===== config.mk =====
export PLATFORM = sky130hd
export DESIGN_NAME = bscan_strobe_gen
export DESIGN_NICKNAME = d
export VERILOG_FILES = /design/src/rtl/bsg_pkg.sv /design/src/rtl/bsg_decode.sv /design/src/rtl/bsg_qual_reg.sv /design/src/rtl/bsg_phase_gate.sv /design/src/rtl/bscan_strobe_gen.sv
export SDC_FILE = /design/constraint.sdc
export NUM_CORES = 1
export LEC_CHECK = 0
export BUFFER_PORTS_ARGS = -buffer_cell sky130_fd_sc_hd__buf_2
export CORE_AREA = 2 2 39 41
export CTS_BUF_LIST = sky130_fd_sc_hd__clkbuf_4 sky130_fd_sc_hd__clkbuf_8 sky130_fd_sc_hd__clkbuf_16
export CTS_CLUSTER_SIZE = 10
export DETAILED_ROUTE_END_ITERATION = 6
export DIE_AREA = 0 0 41 43
export GPL_TIMING_DRIVEN = 0
export PLACE_DENSITY = 0.57
export SYNTH_ARGS = -nofsm -noshare
export SYNTH_HDL_FRONTEND = slang
export SYNTH_SLANG_ARGS = --single-unit
export TNS_END_PERCENT = 30

===== constraint.sdc =====
create_clock -name tck -period 1.8 [get_ports tck]
set_input_delay 0.36 -clock tck [delete_from_list [all_inputs] [get_ports tck]]
set_output_delay 0.36 -clock tck [all_outputs]
set_load 0.02 [all_outputs]

===== src/rtl/bsg_pkg.sv =====
package bsg_pkg;
  localparam int ST_W = 4;
  typedef logic [ST_W-1:0] tap_st_t;

  localparam tap_st_t ST_TLR    = 4'hF;
  localparam tap_st_t ST_RTI    = 4'hC;
  localparam tap_st_t ST_CAP_DR = 4'h6;
  localparam tap_st_t ST_SH_DR  = 4'h2;
  localparam tap_st_t ST_UPD_DR = 4'h5;
  localparam tap_st_t ST_UPD_IR = 4'hD;

  typedef struct packed {
    logic tlr;
    logic capx;
    logic capi;
    logic upd;
    logic shift;
  } qual_t;
endpackage


===== src/rtl/bsg_decode.sv =====
module bsg_decode
  import bsg_pkg::*;
#(
  parameter int IR_W = 4,
  parameter int CH_W = 5,
  parameter logic [CH_W-1:0] BS_CHAIN = 5'd3,
  parameter logic [IR_W-1:0] I_EXTEST = 4'h0,
  parameter logic [IR_W-1:0] I_INTEST = 4'hC,
  parameter logic [IR_W-1:0] I_CLAMP  = 4'h5,
  parameter logic [IR_W-1:0] I_CLAMPZ = 4'h9
) (
  input  tap_st_t         tap_state,
  input  logic [IR_W-1:0] instr,
  input  logic [CH_W-1:0] chain,
  output qual_t           nxt,
  output logic            chain_hit,
  output logic            oe_load,
  output logic            oe_val
);
  logic drives_pins;

  always_comb begin
    chain_hit   = (chain == BS_CHAIN);
    drives_pins = (instr == I_EXTEST) || (instr == I_INTEST) ||
                  (instr == I_CLAMP)  || (instr == I_CLAMPZ);
    nxt.tlr   = (tap_state == ST_TLR);
    nxt.capx  = chain_hit && (tap_state == ST_CAP_DR) && (instr == I_EXTEST);
    nxt.capi  = chain_hit && (tap_state == ST_CAP_DR) && (instr == I_INTEST);
    nxt.upd   = chain_hit && (tap_state == ST_UPD_DR);
    nxt.shift = chain_hit && (tap_state == ST_SH_DR);
    oe_load   = (tap_state == ST_UPD_IR);
    oe_val    = chain_hit && drives_pins;
  end
endmodule


===== src/rtl/bsg_qual_reg.sv =====
module bsg_qual_reg
  import bsg_pkg::*;
(
  input  logic  tck,
  input  logic  rst,
  input  logic  trst_n,
  input  qual_t nxt,
  input  logic  chain_hit,
  input  logic  oe_load,
  input  logic  oe_val,
  input  logic  scan_di,
  output qual_t q,
  output logic  hit_q,
  output logic  oe_q,
  output logic  sdo_q
);
  always_ff @(posedge tck) begin
    if (rst) begin
      q       <= '0;
      q.tlr   <= 1'b1;
      hit_q   <= 1'b0;
      oe_q    <= 1'b0;
      sdo_q   <= 1'b0;
    end else begin
      q     <= nxt;
      hit_q <= chain_hit;
      sdo_q <= scan_di;
      if (!trst_n || nxt.tlr)
        oe_q <= 1'b0;
      else if (oe_load)
        oe_q <= oe_val;
    end
  end
endmodule


===== src/rtl/bsg_phase_gate.sv =====
module bsg_phase_gate #(
  parameter int N = 5
) (
  input  logic [N-1:0] qual,
  input  logic [N-1:0] phase,
  output logic [N-1:0] strobe
);
  for (genvar i = 0; i < N; i++) begin : g_and
    assign strobe[i] = qual[i] & phase[i];
  end
endmodule


===== src/rtl/bscan_strobe_gen.sv =====
module bscan_strobe_gen
  import bsg_pkg::*;
#(
  parameter int IR_W = 4,
  parameter int CH_W = 5,
  parameter logic [CH_W-1:0] BS_CHAIN = 5'd3,
  parameter logic [IR_W-1:0] I_EXTEST = 4'h0,
  parameter logic [IR_W-1:0] I_INTEST = 4'hC,
  parameter logic [IR_W-1:0] I_CLAMP  = 4'h5,
  parameter logic [IR_W-1:0] I_CLAMPZ = 4'h9
) (
  input  logic            tck,
  input  logic            rst,
  input  logic            trst_n,
  input  logic            ph1,
  input  logic            ph2,
  input  logic [3:0]      tap_state,
  input  logic [IR_W-1:0] instr,
  input  logic [CH_W-1:0] chain,
  input  logic            scan_di,
  output logic            cell_oe,
  output logic            ext_cap,
  output logic            int_cap,
  output logic            upd,
  output logic            rst_ind,
  output logic            shclk_m,
  output logic            shclk_s,
  output logic            scan_do
);
  localparam int NUM_STROBES = 5;

  qual_t nxt, q;
  logic  chain_hit, oe_load, oe_val, hit_q, oe_q;
  logic [NUM_STROBES-1:0] g_qual, g_phase, g_out;

  bsg_decode #(
    .IR_W(IR_W), .CH_W(CH_W), .BS_CHAIN(BS_CHAIN),
    .I_EXTEST(I_EXTEST), .I_INTEST(I_INTEST),
    .I_CLAMP(I_CLAMP), .I_CLAMPZ(I_CLAMPZ)
  ) u_decode (
    .tap_state (tap_state),
    .instr     (instr),
    .chain     (chain),
    .nxt       (nxt),
    .chain_hit (chain_hit),
    .oe_load   (oe_load),
    .oe_val    (oe_val)
  );

  bsg_qual_reg u_qreg (
    .tck       (tck),
    .rst       (rst),
    .trst_n    (trst_n),
    .nxt       (nxt),
    .chain_hit (chain_hit),
    .oe_load   (oe_load),
    .oe_val    (oe_val),
    .scan_di   (scan_di),
    .q         (q),
    .hit_q     (hit_q),
    .oe_q      (oe_q),
    .sdo_q     (scan_do)
  );

  assign g_qual  = {q.capx, q.capi, q.upd, q.shift, q.shift};
  assign g_phase = {ph2,    ph2,    ph2,   ph1,     ph2};

  bsg_phase_gate #(.N(NUM_STROBES)) u_gate (
    .qual   (g_qual),
    .phase  (g_phase),
    .strobe (g_out)
  );

  assign {ext_cap, int_cap, upd, shclk_m, shclk_s} = g_out;
  assign cell_oe = oe_q & hit_q;
  assign rst_ind = q.tlr | ~trst_n;
endmodule


=== Word-level counts from Yosys, hierarchy flattened ===
Index checks and enable logic that the tools add are counted.

* Bits in registers: 8
* Latch bits: 0
* Bits in writable memories: 0
* ROM bits: 0
* Input port bits: 19
* Memories: 0

* $add $sub $neg: 0
* Multipliers: 0
* Div/mod/pow operators: 0
* Order comparisons: 0
* Equal/unequal tests: 9
* Shifts and indexed selects: 0
* Multiplexer cells: 0
* Bitwise logic cells: 8
* Reduce and logical (&&, ||, !) cells: 13

{| class="wikitable"
|+ Operators with widths
! cell !! number
|-
| 4-bit == test, second input constant || 4
|-
| 4-bit by 3-bit == test with 1-bit output, second input constant || 3
|-
| 1-bit bitwise AND || 6
|-
| 1-bit logical AND || 6
|-
| 5-bit by 2-bit == test with 1-bit output, second input constant || 1
|-
| 4-bit by 2-bit == test with 1-bit output, second input constant || 1
|-
| 4-bit zero test || 1
|-
| 1-bit logical OR || 4
|-
| 2-bit OR reduction || 1
|-
| 1-bit zero test || 1
|-
| 1-bit NOT || 1
|-
| 1-bit bitwise OR || 1
|}

=== Depth between registers and ports, before layout ===
* Depth after elaboration: 5
* Mapped depth: 3
* Mapped depth without buffers: 3

=== Cells and area by module ===
A second synthesis with hierarchy kept.

* Cells, all modules: 45
* Area total of the unflattened synthesis: 400.4 um^2

{| class="wikitable"
|+ By module, submodules not included
! module !! times used !! cells each !! area an instance (um^2) !! seq. area each (um^2)
|-
| bsg_qual_reg || 1 || 17 || 244.0 || 160.2
|-
| bsg_decode || 1 || 21 || 112.6 || 0.0
|-
| bsg_phase_gate || 1 || 5 || 31.3 || 0.0
|-
| bscan_strobe_gen || 1 || 2 || 12.5 || 0.0
|}

=== Worst setup path after synthesis ===
OpenSTA, ideal clock, no wires.

* Path type: in2reg
* From: input chain[3]
* To: register u_qreg.oe_q
* Arrival time: 1.536 ns
* Setup slack: 0.184 ns
* Stages: 3
* Buffers on the path: 0
* Cells stage by stage: or4_1 -> or4_1 -> a211oi_2

* Longest elaborated chain between the ends: 2

{| class="wikitable"
|+ Ends and longest elaborated chain
! what !! RTL line !! source
|-
| start: declaration || bscan_strobe_gen.sv:19 || <nowiki>input logic [CH_W-1:0] chain,</nowiki>
|-
| 5-bit by 2-bit == test with 1-bit output || bsg_decode.sv:23 || <nowiki>chain_hit = (chain == BS_CHAIN);</nowiki>
|-
| 1-bit logical AND || bsg_decode.sv:32 || <nowiki>oe_val = chain_hit && drives_pins;</nowiki>
|-
| end signal: assignment || bsg_qual_reg.sv:31 || <nowiki>oe_q <= oe_val;</nowiki>
|-
| end: declaration || bsg_qual_reg.sv:14 || <nowiki>output logic oe_q,</nowiki>
|}

No other way between the ends.
A chain may end at the register's enable or synchronous reset.

=== Worst setup path in the final report ===
Same ends and word-level chain as after synthesis.

==> flow_summary.yaml <==
clock_tree:
  path_clk_slew_ps: 50
  cts_tree: "built"
  clk_latency_ps: 240
  cts.sink_count: 8
  cts_buffers: 3
  cts_resized: 0
  cts_hold_buf: 0
  cts_setup_buffers: 0
  cts_root_buffer: "clkbuf_4"
  clock_path_buffers: 2
  h-tree-depth: 1
synthesis:
  yosys.area.top_type: "dfxtp_1"
  synth_nets: 56
  async_reset_ff_share_pct: 0
  synth.avg_cell_area_um2: 9.91
  synth_top_area_share_pct: 43.7
  synthDistinctLibCells: 19
  synth.yosys.seq_area_share_pct: 43.7
  synth_edf_count: 0
  synth_area_um2: 367
  synthTopCellsByCount: "dfxtp_1, and2_1, nand2_1"
  ys.flop_type: "dfxtp_1"
  yosysMostFrequentCell: "dfxtp_1"
  synthCells: 37
  yosys_warnings: 0
  synth.top_cells.by_area: "dfxtp_1, and2_1, xor3_1, nand2_1, or4_1"
  synth-seq-cells: 8
sta:
  finalHoldViolCount: 0
  finalCritPeriodShare_pct: 83.0
  slew-limit-headroom_pct: 74.3
  tightest_slew_ps: 381
  setup_tns_ps: 0
  grt_setup_unrepaired: "no"
  skew_ps: 0
  hold_ws_ps: 304
  setup_violations: 0
  period_needed_ps: 1490
  max_freq_ghz: 0.670
  final_max_slew_viol_count: 0
  layout_setup_ws_ps: 307
floorplan:
  die_w_um: 41
  fp.dieH_um: 43
  die_area_um2: 1760
  initial_utilization_pct: 26.5
  std_cell_rows: 14
  core-area_um2: 1380
  io_pins: 27
run_status:
  status: "completed"
critical_path:
  r2r_setup_slack_ps: 1180
  crit_type: "input pin to flop"
  crit_slowest_cell: "or4_1"
  cp-end-kind: "flop"
  cp_cell_sequence: "buf_2 -> or4_1 -> or4_1 -> a211oi_2"
  crit_path_max_fanout: 2
  critPathRequiredTime_ps: 1970
  slowest_delay_ps: 500
  worstSetupStartpointType: "input pin"
  crit_top_cell: "or4_1"
  arrival_ps: 1660
detailed_routing:
  wire_per_inst_um: 8.56
  remaining_drc_errors: 0
  drt_iter0_drc: 2
  dr.pass1.iters: 4
  dr_total_vias: 373
  viasPerCell: 4.55
  totalWireLength_um: 702
  postRouteAntennaNets: 0
power_and_ir_drop:
  vdd_ir_drop_max_v: 0.000254
  p_leak_uw: 0.000277
  power.density_nw_per_um2: 662
  power_uw: 357
global_route:
  grt_first_pass_wirelength_um: 1130
  grt_overflow: 0
  first_global_vias: 297
  antenna_found_initial: 0
  grt_max_degree: 6
  track_usage_pct: 10.5
finish:
  nets: 87
  drive_gt1_share_pct: 45.5
  final_core_util_pct: 39.0
  syn2layout_area_growth_pct: 47.1
  n_antenna_cell: 0
min_path:
  hp-class: "input pin to flop"
placed_design:
  port_buffers: 26
  pre_cts_slack_ps: 51.4
  place_congestion: 0.730
  dpl.hpwl_um: 611
job:
  drv_cap: 0
-- worst max-delay path: cells and delay by family --
kind            cells  cell delay [ps]
compound gates      1              210
simple gates        2             1000
buf+inv             1              100
-- state kept, by name (all words and copies together), names as in the netlist --
name          flops
u_qreg.q          5
u_qreg.hit_q      1
u_qreg.oe_q       1
u_qreg.sdo_q      1
-- layout make-up --
type / instances / area [um^2]
clock buffer: 3 / 22.5
tap: 16 / 20.0
multi-input combinational: 28 / 203
timing repair buffer: 26 / 130
sequential: 8 / 160
fill: 141 / 845
inverter: 1 / 3.75
-- cells in the final DEF, fill, tap and decap left out --
cell type / netlist / routed
nor3_1: 1 / 1
or4_1: 2 / 2
nor2_1: 2 / 2
inv_1: 1 / 1
nand4b_1: 1 / 1
or4b_1: 1 / 1
nor4_1: 1 / 1
and2_1: 6 / 6
nand2b_1: 2 / 2
clkbuf_4: 0 / 3
nor4b_1: 1 / 1
buf_2: 0 / 26
a211oi_2: 1 / 1
a41o_1: 1 / 1
nand2_1: 4 / 4
and3_1: 1 / 1
and4_1: 1 / 1
xor3_1: 1 / 1
nor2b_1: 1 / 1
and3b_1: 1 / 1
dfxtp_1: 8 / 8
-- cells by family (layout without fill, tap and decap cells) --
logic type | after synthesis | count (layout) | share of synthesized area (%)
simple gates | 25 | 25 | 42.7
buf+inv | 1 | 30 | 1.02
compound gates | 2 | 2 | 6.14
xor+xnor | 1 | 1 | 6.48
flops | 8 | 8 | 43.7
-- worst paths after layout --
| path | startpoint | depth (start not counted) | end |
|---|---|---|---|
| worst max-delay path | chain[3] | 4 | u_qreg.oe_q |
| worst min-delay path | rst | 2 | u_qreg.sdo_q |
| worst max register to register | u_qreg.oe_q | 2 | u_qreg.oe_q |
| worst min register to register | u_qreg.oe_q | 2 | u_qreg.oe_q |
-- where the power goes --
group | total, uW | internal [uW] | switching [uW]
clock | 127 | 75.6 | 51.4
combinational | 48.8 | 26.9 | 21.9
sequential | 181 | 180 | 0.668
-- through the flow --
step | cells | instance area [um^2]
5_1_grt | 82 | 539
4_1_cts | 82 | 539
2_1_floorplan | 37 | 367
3_3_place_gp | 79 | 517
6_report | 82 | 539
3_5_place_dp | 79 | 517
-- per-layer routing --
metal | GRT usage, % | wire (um) | share of wire, % | vias to the layer above
li1 | - | - | - | 192
met1 | 11.1 | 266 | 38 | 161
met2 | 13.4 | 343 | 49 | 18
met3 | 7.85 | 83 | 12 | 2
met4 | 8.00 | 8 | 1.1 | 0
met5 | 0 | 0 | 0 | -
No activity file was read; power rests on OpenSTA's default activity.
